<file path="src/rtl/nprc_pkg.sv">
package nprc_pkg;
  typedef enum logic [2:0] {
    ST_RST   = 3'd0,
    ST_CAL   = 3'd1,
    ST_SENSE = 3'd2,
    ST_LOAD  = 3'd3,
    ST_DFLT  = 3'd4,
    ST_READY = 3'd5,
    ST_SUSP  = 3'd6
  } seq_state_e;

  localparam int CTL_RST_BIT  = 6;
  localparam int CTL_SUSP_BIT = 1;
  localparam int STAT_INIT    = 0;
  localparam int STAT_BUSY    = 1;
  localparam int STAT_PRES    = 2;
endpackage

</file>
<file path="src/rtl/nprc_rst_sync.sv">
module nprc_rst_sync #(
  parameter int STAGES = 2
) (
  input  logic clk,
  input  logic rst_n,
  output logic rst_sync_n
);
  logic [STAGES-1:0] sync_q;

  always_ff @(posedge clk or negedge rst_n) begin
    if (!rst_n) sync_q <= '0;
    else        sync_q <= {sync_q[STAGES-2:0], 1'b1};
  end

  assign rst_sync_n = sync_q[STAGES-1];
endmodule

</file>
<file path="src/rtl/nprc_cal_timer.sv">
module nprc_cal_timer #(
  parameter int CYCLES = 500000
) (
  input  logic clk,
  input  logic rst_n,
  input  logic en_i,
  output logic done_o
);
  localparam int CW = $clog2(CYCLES + 1);
  localparam logic [CW-1:0] LAST = CW'(CYCLES - 1);

  logic [CW-1:0] cnt_q, cnt_d;
  logic          cnt_en;

  assign cnt_en = en_i || (cnt_q != '0);

  always_comb begin
    cnt_d = en_i ? cnt_q + 1'b1 : '0;
  end

  always_ff @(posedge clk or negedge rst_n) begin
    if (!rst_n)      cnt_q <= '0;
    else if (cnt_en) cnt_q <= cnt_d;
  end

  assign done_o = en_i && (cnt_q == LAST);
endmodule

</file>
<file path="src/rtl/netport_init_seq.sv">
module netport_init_seq
  import nprc_pkg::*;
#(
  parameter int CAL_CYCLES = 500000,
  parameter int REG_W      = 8
) (
  input  logic             clk,
  input  logic             rst_n,
  input  logic             pwr_good_i,
  input  logic             ctl_wr_i,
  input  logic [REG_W-1:0] ctl_wdata_i,
  input  logic             ee_sense_i,
  input  logic             ee_reload_i,
  input  logic             load_done_i,
  input  logic             acc_rd_i,
  input  logic             acc_wr_i,
  output logic [REG_W-1:0] ctl_o,
  output logic [REG_W-1:0] stat_o,
  output logic             load_req_o,
  output logic             dflt_apply_o,
  output logic             port_rst_o,
  output logic             acc_ack_o,
  output logic             acc_nrdy_o
);
  seq_state_e state_q, state_d;
  logic init_q, init_d;
  logic busy_q, busy_d;
  logic pres_q, pres_d;
  logic ctl_rst_q, ctl_rst_d;
  logic rst_sync_n;
  logic cal_done;
  logic sw_susp, sw_rst;
  logic acc_req, ready;

  nprc_rst_sync #(.STAGES(2)) u_rst_sync (
    .clk        (clk),
    .rst_n      (rst_n),
    .rst_sync_n (rst_sync_n)
  );

  nprc_cal_timer #(.CYCLES(CAL_CYCLES)) u_cal_timer (
    .clk    (clk),
    .rst_n  (rst_sync_n),
    .en_i   (state_q == ST_CAL),
    .done_o (cal_done)
  );

  assign sw_susp = ctl_wr_i && ctl_wdata_i[CTL_SUSP_BIT];
  assign sw_rst  = ctl_wr_i && ctl_wdata_i[CTL_RST_BIT];

  always_comb begin
    state_d   = state_q;
    init_d    = init_q;
    busy_d    = busy_q;
    pres_d    = pres_q;
    ctl_rst_d = ctl_rst_q;
    if (!pwr_good_i) begin
      state_d   = ST_RST;
      init_d    = 1'b0;
      busy_d    = 1'b1;
      pres_d    = 1'b0;
      ctl_rst_d = 1'b0;
    end else if (sw_susp) begin
      state_d   = ST_SUSP;
      init_d    = 1'b0;
      busy_d    = 1'b0;
      pres_d    = 1'b0;
      ctl_rst_d = 1'b0;
    end else if (state_q == ST_SUSP) begin
      if (ctl_wr_i) begin
        state_d = ST_RST;
        busy_d  = 1'b1;
      end
    end else if (sw_rst) begin
      state_d   = ST_RST;
      init_d    = 1'b0;
      busy_d    = 1'b1;
      pres_d    = 1'b0;
      ctl_rst_d = 1'b1;
    end else begin
      unique case (state_q)
        ST_RST: begin
          state_d   = ST_CAL;
          ctl_rst_d = 1'b0;
        end
        ST_CAL: begin
          if (cal_done) begin
            state_d = ST_SENSE;
            init_d  = 1'b1;
          end
        end
        ST_SENSE: begin
          pres_d  = ee_sense_i;
          state_d = ee_sense_i ? ST_LOAD : ST_DFLT;
        end
        ST_LOAD: begin
          if (load_done_i) begin
            state_d = ST_READY;
            busy_d  = 1'b0;
          end
        end
        ST_DFLT: begin
          state_d = ST_READY;
          busy_d  = 1'b0;
        end
        ST_READY: begin
          if (ee_reload_i) begin
            busy_d  = 1'b1;
            state_d = pres_q ? ST_LOAD : ST_DFLT;
          end
        end
        default: state_d = ST_RST;
      endcase
    end
  end

  always_ff @(posedge clk or negedge rst_sync_n) begin
    if (!rst_sync_n) begin
      state_q   <= ST_RST;
      init_q    <= 1'b0;
      busy_q    <= 1'b1;
      pres_q    <= 1'b0;
      ctl_rst_q <= 1'b0;
    end else begin
      state_q   <= state_d;
      init_q    <= init_d;
      busy_q    <= busy_d;
      pres_q    <= pres_d;
      ctl_rst_q <= ctl_rst_d;
    end
  end

  always_comb begin
    ctl_o               = '0;
    ctl_o[CTL_RST_BIT]  = ctl_rst_q;
    ctl_o[CTL_SUSP_BIT] = (state_q == ST_SUSP);
    stat_o              = '0;
    stat_o[STAT_INIT]   = init_q;
    stat_o[STAT_BUSY]   = busy_q;
    stat_o[STAT_PRES]   = pres_q;
  end

  assign port_rst_o   = (state_q == ST_RST) || (state_q == ST_SUSP);
  assign load_req_o   = (state_q == ST_LOAD);
  assign dflt_apply_o = (state_q == ST_DFLT);
  assign acc_req      = acc_rd_i || acc_wr_i;
  assign ready        = (state_q == ST_READY);
  assign acc_ack_o    = acc_req && ready;
  assign acc_nrdy_o   = acc_req && !ready;
endmodule

</file>
<file path="config.mk">
export PLATFORM = sky130hd
export DESIGN_NAME = netport_init_seq
export DESIGN_NICKNAME = d
export VERILOG_FILES = /design/src/rtl/nprc_pkg.sv /design/src/rtl/nprc_rst_sync.sv /design/src/rtl/nprc_cal_timer.sv /design/src/rtl/netport_init_seq.sv
export SDC_FILE = /design/constraint.sdc
export NUM_CORES = 1
export LEC_CHECK = 0
export BUFFER_PORTS_ARGS = -buffer_cell sky130_fd_sc_hd__buf_2
export CAP_MARGIN = 25
export CORE_AREA = 2 2 68 70
export DETAILED_ROUTE_END_ITERATION = 16
export DIE_AREA = 0 0 70 72
export GPL_TIMING_DRIVEN = 0
export PLACE_DENSITY = 0.67
export SLEW_MARGIN = 40
export SYNTH_ARGS = -nofsm -noshare
export SYNTH_HDL_FRONTEND = slang
export SYNTH_SLANG_ARGS = --single-unit
</file>
<file path="constraint.sdc">
create_clock -name clk -period 1.5 [get_ports clk]
set_input_delay 0.15 -clock clk [delete_from_list [all_inputs] [get_ports clk]]
set_output_delay 0.15 -clock clk [all_outputs]
set_load 0.01 [all_outputs]
</file>
==> flow_metrics.env <==
export IMPL_timing_final_crit_share=1.14
export IMPL_clk_pin_slew_ps=100
export IMPL_holdPathEnd="pres_q"
export IMPL_synthArstFlopShare=1.00
export IMPL_syn_inst=196
export IMPL_grt_ovfl_total=0
export IMPL_drtIter0Drc=42
export IMPL_crit_path_max_fanout=3
export IMPL_switching_share=0.295
export IMPL_r2r_start="u_cal_timer.cnt_q[10]"
export IMPL_htree_levels=1
export IMPL_violations="setup timing"
export IMPL_hold_path_class="primary input to flop"
export IMPL_status="complete, but fails checks"
export IMPL_final_common_cell="buf_4"
export IMPL_pre_cts_slack_ps=-305
export IMPL_power_leakage_nw=1.13
export IMPL_path_class="flop to flop"
export IMPL_final_core_util=0.553
export IMPL_power_internal_mw=1.26
export IMPL_syn_avg_cell_area_um2=8.78
export IMPL_setup_viol=14
export IMPL_final_area_um2=2360
export IMPL_grt_usage=0.155
export IMPL_p_per_area_nw_per_um2=757
export IMPL_power_mw=1.78
export IMPL_num_antenna_cells=0
export IMPL_synth_area_um2=1720
export IMPL_wl_per_cell_um=12.9
export IMPL_place_hpwl_um=2500
export IMPL_hold_violations=0
export IMPL_start_util=0.403
export IMPL_place_gp_congestion=0.833
export IMPL_required_ps=1660
export IMPL_layout_common_cells="buf_4, dfrtp_1, buf_2"
export IMPL_skew_ps=7.02
export IMPL_chipWidth_um=70
export IMPL_cp_start_kind="flop"
export IMPL_drv_cap=0
export IMPL_final_cells=303
export IMPL_rrSetupSlack_ps=-210
export IMPL_fill_cells=395
export IMPL_vias=1521
export IMPL_worstPathArrival_ps=1870
export IMPL_drtAntennaViolNets=0
export IMPL_p_clk_frac=0.238
export IMPL_drive_gt1_frac=0.402
export IMPL_grt_antenna_before_repair=0
export IMPL_maxSlewViolCount=0
export IMPL_synth_area_leaders="dfrtp_1, buf_4, nor2_1"
export IMPL_synth_top_area_share=0.393
export IMPL_first_pass_iters=4
export IMPL_reg2reg_depth=5
export IMPL_cts_sinks=28
export IMPL_synth_distinct_cells=42
export IMPL_cp_cell_sequence="nor4_2, nand2_1, or4_4, a21oi_2, nor2_1"
export IMPL_place_port_buffers=20
export IMPL_coreArea_um2=4260
export IMPL_max_slew_margin=0.615
export IMPL_io_pin_count=38
export IMPL_die_y_um=72
export IMPL_placed_area_um2=1950
export IMPL_fmax_mhz=586
export IMPL_min_path_cells=3
export IMPL_dieArea_um2=5040
export IMPL_grt_pass1_vias=1447
export IMPL_cp_slowest_cell="or4_4"
export IMPL_cts_tree="done"
export IMPL_max_stage_delay_ps=540
export IMPL_synth_seq_area_share=0.408
export IMPL_combinationalPowerShare=0.278
export IMPL_ys_warnings_count=0
export IMPL_grt_max_degree=27
export IMPL_synth_top_area_cell="dfrtp_1"
export IMPL_rsz0062_at_grt="yes"
export IMPL_clock_root_buffer="clkbuf_8"
export IMPL_switching_power_mw=0.526
export IMPL_clockBufferDepth=2
export IMPL_area_growth_pct=37.0
export IMPL_crit_path_end_kind="flop"
export IMPL_hold_ws_ps=160
export IMPL_synth_seq_cells=28
export IMPL_grt_first_pass_wirelength_um=6350
export IMPL_clock_latency_ps=280
export IMPL_peakVddDrop_v=0.000549
export IMPL_seqPwrFrac=0.484
export IMPL_cts_buffers=3
export IMPL_ys_flop_type="dfrtp_1"
export IMPL_hp_start="ee_sense_i"
export IMPL_via_per_inst=5.02
export IMPL_place_inst=278
export IMPL_row_count=24
export IMPL_synth_edf_count=0
export IMPL_setup_ws_ps=-207
export IMPL_tns_ps=-1270
export IMPL_r2r_end="state_q[0]"
export IMPL_drc_errors=0
export IMPL_period_needed_ps=1710
export IMPL_worst_slew_pin_slew_ps=577
export IMPL_final_nets=271
export IMPL_routed_wl_um=3920
## worst max-delay path, delay by kind of cell, from the launching register on
| kind | cells | cell delay, ps |
|---|---|---|
| and+or+nand+nor | 4 | 1030 |
| DFF | 1 | 430 |
| AOI/OAI and AO/OA | 1 | 130 |
## cell families after synthesis
| group | count (synthesis) | synth area share |
|---|---|---|
| adders and majority gates | 2 | 0.0145 |
| and+or+nand+nor | 93 | 0.289 |
| muxes | 3 | 0.0189 |
| buffers and inverters | 27 | 0.0967 |
| other | 2 | 0.00437 |
| AOI/OAI and AO/OA | 27 | 0.0967 |
| xor gates and xnor gates | 14 | 0.0713 |
| DFF | 28 | 0.408 |
## how the worst max path moves through the flow
stage	end	cells past startpoint	startpoint	slack, ps
floorplan	state_q[0]	5	u_cal_timer.cnt_q[12]	-80
global placement	u_cal_timer.cnt_q[14]	5	u_cal_timer.cnt_q[0]	-280
detailed placement	u_cal_timer.cnt_q[18]	6	u_cal_timer.cnt_q[0]	-310
CTS	state_q[0]	5	u_cal_timer.cnt_q[5]	-160
global route	state_q[0]	5	u_cal_timer.cnt_q[10]	-270
finish	state_q[0]	5	u_cal_timer.cnt_q[10]	-210
## state kept, by name, summed over array words and instances, names as in the netlist
register           cells
u_rst_sync.sync_q      2
busy_q                 1
ctl_rst_q              1
pres_q                 1
u_cal_timer.cnt_q     19
state_q                3
init_q                 1
## metal layers
metal | global-route usage | vias up | part of all wire
met5 | 0 | - | 0
met4 | 0.0385 | 0 | 0.012
met3 | 0.0250 | 7 | 0.041
met2 | 0.281 | 37 | 0.51
met1 | 0.193 | 722 | 0.44
li1 | - | 755 | -
## cells in the mapped netlist (2+ instances only)
master / number
xnor2_1: 7
nor4_1: 4
dfrtp_1: 27
a22o_1: 3
nor3_1: 7
nand3_1: 7
nand2_1: 19
and4_1: 2
nor2b_1: 8
ha_1: 2
o21ai_0: 6
or3_1: 2
and2_1: 4
a21boi_0: 2
nor2_1: 23
conb_1: 2
inv_1: 6
clkbuf_1: 4
buf_4: 15
o21ai_1: 4
nand4_1: 5
mux2_1: 2
a21oi_1: 7
xor2_1: 7
o31ai_1: 2
o221ai_1: 2
nand4bb_1: 2
## power by group through the flow
stage | clock network (mW) | logic (mW) | registers [mW]
2_1_floorplan | 0 | 0.265 | 0.851
3_3_place_gp | 0 | 0.342 | 0.864
3_5_place_dp | 0 | 0.348 | 0.866
4_1_cts | 0.444 | 0.417 | 0.863
5_1_grt | 0.464 | 0.546 | 0.871
6_report | 0.426 | 0.496 | 0.863
## layout make-up
class	count	area [um^2]	share of cell area
Clock buffer	4	45.0	0.0191
Tap cell	52	65.1	0.0276
Buffer	21	175	0.0743
Timing Repair Buffer	41	268	0.114
Sequential cell	28	708	0.300
Multi-Input combinational cell	151	1070	0.455
Inverter	6	22.5	0.00955
## what timing repair did
item,4_1_cts,5_1_grt
setup buffers,14,6
pin swaps,10,13
setup endpoints to repair,24,26
gates resized for setup,31,23
hold buffers,1,0
hold endpoints to repair,2,0
Power figures use the tool's default switching activity.
